===== src/rtl/cfgport_pkg.sv =====
package cfgport_pkg;
  localparam int unsigned BYTE_W = 8;
  localparam logic [7:0] KEY_UNLOCK = 8'h55;
  localparam logic [7:0] KEY_LOCK   = 8'hAA;
  localparam logic [7:0] REG_LDSEL  = 8'h07;
  localparam logic [7:0] REG_DEVID  = 8'h20;
  localparam logic [7:0] REG_REV    = 8'h21;
  localparam logic [7:0] REG_ACT    = 8'h30;
  localparam logic [7:0] REG_BASEH  = 8'h60;
  localparam logic [7:0] REG_BASEL  = 8'h61;
  localparam logic [7:0] IDLE_READ  = 8'hFF;
endpackage


===== src/rtl/cfgport_addr_dec.sv =====
module cfgport_addr_dec #(
  parameter int unsigned AW = 16,
  parameter logic [AW-1:0] IDX_PRI = 16'h002E,
  parameter logic [AW-1:0] IDX_ALT = 16'h004E
) (
  input  logic          strap_alt,
  input  logic [AW-1:0] addr,
  output logic          idx_hit,
  output logic          dat_hit
);
  localparam int unsigned NCAND = 2;
  logic [AW-1:0] cand [NCAND];
  logic [NCAND-1:0] idx_m, dat_m;

  assign cand[0] = IDX_PRI;
  assign cand[1] = IDX_ALT;

  for (genvar g = 0; g < NCAND; g++) begin : g_cand
    logic sel;
    assign sel      = (g == 1) ? strap_alt : !strap_alt;
    assign idx_m[g] = sel && (addr == cand[g]);
    assign dat_m[g] = sel && (addr == cand[g] + AW'(1));
  end

  assign idx_hit = |idx_m;
  assign dat_hit = |dat_m;
endmodule


===== src/rtl/cfgport_key_fsm.sv =====
module cfgport_key_fsm
  import cfgport_pkg::*;
(
  input  logic              clk,
  input  logic              rst_n,
  input  logic              idx_wr,
  input  logic [BYTE_W-1:0] wdata,
  output logic              unlocked,
  output logic [BYTE_W-1:0] index
);
  logic              unl_q, unl_d;
  logic [BYTE_W-1:0] idx_q, idx_d;
  logic              idx_en;

  always_comb begin
    unl_d  = unl_q;
    idx_d  = idx_q;
    idx_en = 1'b0;
    if (idx_wr) begin
      if (!unl_q) begin
        if (wdata == KEY_UNLOCK) unl_d = 1'b1;
      end else if (wdata == KEY_LOCK) begin
        unl_d = 1'b0;
      end else begin
        idx_d  = wdata;
        idx_en = 1'b1;
      end
    end
  end

  always_ff @(posedge clk or negedge rst_n) begin
    if (!rst_n) begin
      unl_q <= 1'b0;
      idx_q <= '0;
    end else begin
      unl_q <= unl_d;
      if (idx_en) idx_q <= idx_d;
    end
  end

  assign unlocked = unl_q;
  assign index    = idx_q;


  unlock_key_chk: assert property (@(posedge clk) disable iff (!rst_n)
    (idx_wr && !unlocked && wdata == KEY_UNLOCK) |=> unlocked);

  stay_locked_chk: assert property (@(posedge clk) disable iff (!rst_n)
    (idx_wr && !unlocked && wdata != KEY_UNLOCK) |=> (!unlocked && $stable(index)));

  lock_key_chk: assert property (@(posedge clk) disable iff (!rst_n)
    (idx_wr && unlocked && wdata == KEY_LOCK) |=> (!unlocked && $stable(index)));
endmodule


===== src/rtl/cfgport_ldev_bank.sv =====
module cfgport_ldev_bank
  import cfgport_pkg::*;
#(
  parameter logic [BYTE_W-1:0] MBX_LDN = 8'd9,
  parameter logic [15:0] BASE_RST = 16'h0A00
) (
  input  logic              clk,
  input  logic              rst_n,
  input  logic              reg_wr,
  input  logic [BYTE_W-1:0] reg_sel,
  input  logic [BYTE_W-1:0] wdata,
  output logic [BYTE_W-1:0] ldsel,
  output logic              mbx_on,
  output logic              act,
  output logic [15:0]       base
);
  logic [BYTE_W-1:0] ld_q, ld_d;
  logic              act_q, act_d;
  logic [15:0]       base_q, base_d;
  logic              ld_en, act_en, bh_en, bl_en;

  assign mbx_on = (ld_q == MBX_LDN);

  always_comb begin
    ld_en  = reg_wr && (reg_sel == REG_LDSEL);
    act_en = reg_wr && mbx_on && (reg_sel == REG_ACT);
    bh_en  = reg_wr && mbx_on && (reg_sel == REG_BASEH);
    bl_en  = reg_wr && mbx_on && (reg_sel == REG_BASEL);
    ld_d   = wdata;
    act_d  = wdata[0];
    base_d = base_q;
    if (bh_en) base_d[15:8] = wdata;
    if (bl_en) base_d[7:0]  = wdata;
  end

  always_ff @(posedge clk or negedge rst_n) begin
    if (!rst_n) begin
      ld_q   <= '0;
      act_q  <= 1'b0;
      base_q <= BASE_RST;
    end else begin
      if (ld_en) ld_q <= ld_d;
      if (act_en) act_q <= act_d;
      if (bh_en || bl_en) base_q <= base_d;
    end
  end

  assign ldsel = ld_q;
  assign act   = act_q;
  assign base  = base_q;


  bank_guard_chk: assert property (@(posedge clk) disable iff (!rst_n)
    (reg_wr && !mbx_on) |=> ($stable(act) && $stable(base)));

  base_low_chk: assert property (@(posedge clk) disable iff (!rst_n)
    (reg_wr && mbx_on && reg_sel == REG_BASEL) |=> (base[7:0] == $past(wdata)));
endmodule


===== src/rtl/cfgport_decoder.sv =====
module cfgport_decoder
  import cfgport_pkg::*;
#(
  parameter int unsigned AW = 16,
  parameter logic [AW-1:0] IDX_PRI = 16'h002E,
  parameter logic [AW-1:0] IDX_ALT = 16'h004E,
  parameter logic [7:0] DEV_ID = 8'h4D,
  parameter logic [7:0] DEV_REV = 8'h01,
  parameter logic [7:0] MBX_LDN = 8'd9,
  parameter logic [15:0] BASE_RST = 16'h0A00
) (
  input  logic          clk,
  input  logic          rst_n,
  input  logic          strap_alt,
  input  logic [AW-1:0] io_addr,
  input  logic          io_wr,
  input  logic          io_rd,
  input  logic [7:0]    io_wdata,
  output logic [7:0]    io_rdata,
  output logic          mbx_active,
  output logic [15:0]   mbx_base
);
  logic idx_hit, dat_hit, unlocked, mbx_on, act;
  logic [7:0] index, ldsel, reg_rd;
  logic [15:0] base;

  cfgport_addr_dec #(.AW(AW), .IDX_PRI(IDX_PRI), .IDX_ALT(IDX_ALT)) u_dec (
    .strap_alt(strap_alt), .addr(io_addr), .idx_hit(idx_hit), .dat_hit(dat_hit)
  );

  cfgport_key_fsm u_key (
    .clk(clk), .rst_n(rst_n), .idx_wr(io_wr && idx_hit), .wdata(io_wdata),
    .unlocked(unlocked), .index(index)
  );

  cfgport_ldev_bank #(.MBX_LDN(MBX_LDN), .BASE_RST(BASE_RST)) u_bank (
    .clk(clk), .rst_n(rst_n), .reg_wr(io_wr && dat_hit && unlocked),
    .reg_sel(index), .wdata(io_wdata), .ldsel(ldsel), .mbx_on(mbx_on),
    .act(act), .base(base)
  );

  always_comb begin
    reg_rd = 8'h00;
    case (index)
      REG_LDSEL: reg_rd = ldsel;
      REG_DEVID: reg_rd = DEV_ID;
      REG_REV:   reg_rd = DEV_REV;
      REG_ACT:   reg_rd = mbx_on ? {7'd0, act} : 8'h00;
      REG_BASEH: reg_rd = mbx_on ? base[15:8] : 8'h00;
      REG_BASEL: reg_rd = mbx_on ? base[7:0] : 8'h00;
      default:   reg_rd = 8'h00;
    endcase
  end

  always_comb begin
    io_rdata = IDLE_READ;
    if (io_rd && unlocked) begin
      if (idx_hit)      io_rdata = index;
      else if (dat_hit) io_rdata = reg_rd;
    end
  end

  assign mbx_active = act;
  assign mbx_base   = base;


  locked_write_chk: assert property (@(posedge clk) disable iff (!rst_n)
    (io_wr && !unlocked && !idx_hit) |=> ($stable(mbx_base) && $stable(mbx_active)));

  foreign_addr_chk: assert property (@(posedge clk) disable iff (!rst_n)
    (io_wr && !idx_hit && !dat_hit) |=> ($stable(mbx_base) && $stable(mbx_active)));
endmodule


===== config.mk =====
export PLATFORM = sky130hd
export DESIGN_NAME = cfgport_decoder
export DESIGN_NICKNAME = d
export VERILOG_FILES = /design/src/rtl/cfgport_pkg.sv /design/src/rtl/cfgport_addr_dec.sv /design/src/rtl/cfgport_key_fsm.sv /design/src/rtl/cfgport_ldev_bank.sv /design/src/rtl/cfgport_decoder.sv
export SDC_FILE = /design/constraint.sdc
export NUM_CORES = 1
export LEC_CHECK = 0
export CAP_MARGIN = 20
export CELL_PAD_IN_SITES_DETAIL_PLACEMENT = 0
export CELL_PAD_IN_SITES_GLOBAL_PLACEMENT = 1
export CORE_MARGIN = 2
export CORE_UTILIZATION = 37
export DETAILED_ROUTE_END_ITERATION = 8
export GPL_ROUTABILITY_DRIVEN = 0
export PLACE_DENSITY_LB_ADDON = 0.1
export SYNTH_ARGS = -nofsm -noshare
export SYNTH_HDL_FRONTEND = slang
export SYNTH_SLANG_ARGS = --single-unit

===== constraint.sdc =====
create_clock -name clk -period 5.1 [get_ports clk]
set_clock_uncertainty 0.05 [all_clocks]
set_input_delay 1.53 -clock clk [delete_from_list [all_inputs] [get_ports clk]]
set_output_delay 1.53 -clock clk [all_outputs]
set_load 0.02 [all_outputs]

==> flow_summary.yaml <==
yosys:
  yosysSeqAreaShare_pct: 45.1
  synth_edf_count: 0
  ys_top_cells_by_area: "dfrtp_1 42%, mux2_2 20%, nor4_4 4.5%"
  synth_common_cells: "33 x mux2_2, 32 x dfrtp_1, 7 x mux2i_1, 7 x o2bb2ai_1"
  synthFlopType: "dfrtp_1"
  synth_nets: 175
  synth_top_cell_by_area: "dfrtp_1"
  synthCells: 146
  synth_seq_cells: 34
  synthesis.area_per_instance_sq_um: 13.0
  synth_top_area_share_pct: 42.3
  yosysWarnings: 0
  yosysMostFrequentCell: "mux2_2"
  synth.distinct_cells: 36
  syn_area_sq_um: 1890
  async_flop_share_pct: 100
sta:
  tightest_slew_ns: 0.765
  slew_headroom_pct: 48.6
  setup-violations-final: 0
  whs_ns: 0.485
  drv_slew: 0
  period_share_pct: 98.1
  max_freq_mhz: 200
  rsz0062_at_grt: "no"
  period_needed_ns: 5.00
  hold_viol_final: 0
floorplan:
  fp.dieW_microns: 75.5
  die_area_sq_um: 5700
  design.core.area_sq_um: 5010
  start_util_pct: 37.8
  io_pins: 54
  die_y_microns: 75.5
  rows: 26
cts:
  clock_sinks: 34
  cts_tree: "yes"
  clk_latency_ns: 0.29
  clockBufferDepth: 2
  cts-root-buf: "clkbuf_8"
  clk_pin_slew_worst_paths_ns: 0.07
  ctsHoldBuffers: 0
  cts_max_level: 2
  numCtsBuffers: 5
global_routing:
  grt_pass1_wl_mm: 7.82
  grt-busiest-layer: "met2"
  grt_usage_pct: 19.1
  grt_pass1_vias: 1503
  antenna_found_initial: 0
  met2_usage_pct: 30.6
  grt_max_degree: 35
  grt_use_met1_pct: 25.6
  grt_use_met3_pct: 5.03
  overflow: 0
min_path:
  hold_depth: 1
  min_path_type: "register to register"
  hold_end: "u_bank.base[3]"
  hold_start: "u_bank.base[3]"
pwr:
  switchingPower_uw: 117
  p_int_uw: 400
  peakVddDrop_v: 0.0000973
  powerDensity_nw_per_um2: 191
  seqPwrFrac_pct: 52.1
  power_uw: 517
  clkPwrFrac_pct: 40.5
  p_leak_uw: 0.00119
  pwr-share-comb_pct: 7.4
  power.share.switching_pct: 22.6
finish:
  diodes: 0
  fin_nets: 242
  layout-drive-gt1-share_pct: 36.9
  final_core_util_pct: 54.0
  syn2layout_area_growth_pct: 43.0
  stdcell_area_sq_um: 2710
setup_path:
  crit_fanout: 4
  cpMaxStageDelayCell: "or4_4"
  arrival_ns: 3.42
  r2r_slack_ns: 2.52
  worstSetupPathType: "input pin to output port"
  path_cells: "clkdlybuf4s50_1 -> nor3b_1 -> o211ai_2 -> or4_4 -> buf_6 -> o22a_1 -> buf_6"
  slowest_delay_ns: 0.56
  rr_startpoint: "u_key.index[3]"
  critPathRequiredTime_ns: 3.52
  startpoint: "io_addr[5]"
  crit_path_frequent_cell: "buf_6"
  r2r-end: "u_bank.base[10]"
  cp-start-kind: "input pin"
  r2r_cells: 4
  endpoint_kind: "output port"
drt:
  drc: 0
  viasPerCell: 5.40
  vias: 1533
  routed_wl_mm: 5.20
  post_drt_wl_per_cell_microns: 18.3
  dr.pass1.iters: 4
  drtIter0Drc: 57
  ant_nets: 0
placed_design:
  dpl_cell_area_sq_um: 2550
  port_buffers: 53
  hpwl_mm: 3.68
run:
  drv_cap: 0
run_status:
  outcome: "completed"
routing by layer:
| metal | vias to the layer above | wire, microns |
|---|---|---|
| met1 | 769 | 2350 |
| met2 | 47 | 2490 |
| li1 | 713 | - |
| met3 | 4 | 321 |
| met4 | 0 | 34 |
| met5 | - | 0 |
kinds of logic after synthesis:
logic type	after synthesis	synth area share, %
multiplexers	42	24.5
buffers and inverters	8	1.78
flip-flops	34	45.1
AO/OA/AOI/OAI	20	9.19
AND/OR/NAND/NOR	42	19.4
placed cells by master, fill, tap and decap left out, types with 3 or more instances in the layout:
master	count
clkdlybuf4s50_1	39
mux2_2	33
dfrtp_1	32
buf_4	11
mux2i_1	7
o2bb2ai_1	7
clkbuf_8	6
dlymetal6s2s_1	6
buf_6	6
nand3_1	5
nand2_1	5
o32a_1	4
o22a_1	4
nor4_4	4
buf_2	4
nor4_1	3
cell type report:
| class | instances | area (sq um) |
|---|---|---|
| clock buffers | 6 | 82.6 |
| clock inverters | 2 | 12.5 |
| fillers | 467 | 2300 |
| multi-input cells | 104 | 1030 |
| repair buffers | 66 | 636 |
| inverters | 2 | 7.51 |
| well taps | 70 | 87.6 |
| flip-flops and latches | 34 | 853 |
sequential cells by signal, summed over array words and instances, names as in the netlist:
| register | cells |
|---|---|
| u_bank.ldsel | 8 |
| u_key.unlocked | 1 |
| u_bank.act | 1 |
| u_key.index | 8 |
| u_bank.base | 16 |
per-stage QoR:
step	setup TNS (ns)	instances	setup slack, ns
6_report	0	284	0.0979
5_1_grt	0	284	0.00989
4_1_cts	0	280	0.00225
3_5_place_dp	-3.84	272	-0.504
3_3_place_gp	-3.89	272	-0.507
2_1_floorplan	0	146	0.374
worst max-delay path, delay by kind of cell:
family / cells / cell delay (ns)
and+or+nand+nor: 2 / 0.79
buffers and inverters: 3 / 0.75
AOI/OAI and AO/OA: 2 / 0.36
power groups by stage:
| stage | clock [uW] | combinational [uW] | sequential (uW) |
|---|---|---|---|
| 2_1_floorplan | 0 | 3.74 | 275 |
| 3_3_place_gp | 0 | 37.6 | 275 |
| 3_5_place_dp | 0 | 38.2 | 275 |
| 4_1_cts | 213 | 38.9 | 270 |
| 5_1_grt | 229 | 42.0 | 269 |
| 6_report | 209 | 38.5 | 270 |
how the worst max path moves through the flow:
stage          cells past startpoint     endpoint  slack (ns)
4_1_cts                            7  io_rdata[1]       0.002
3_3_place_gp                       6  io_rdata[0]       -0.51
6_report                           7  io_rdata[4]         0.1
3_5_place_dp                       6  io_rdata[6]       -0.50
2_1_floorplan                      6  io_rdata[0]        0.37
5_1_grt                            7  io_rdata[4]        0.01
repair_timing:
item / 4_1_cts / 5_1_grt
pin swaps: 3 / 6
setup endpoints to repair: 8 / 8
buffers inserted: 0 / 4
resized for setup: 41 / 13
Note: power is estimated with default switching activity, not from simulation.
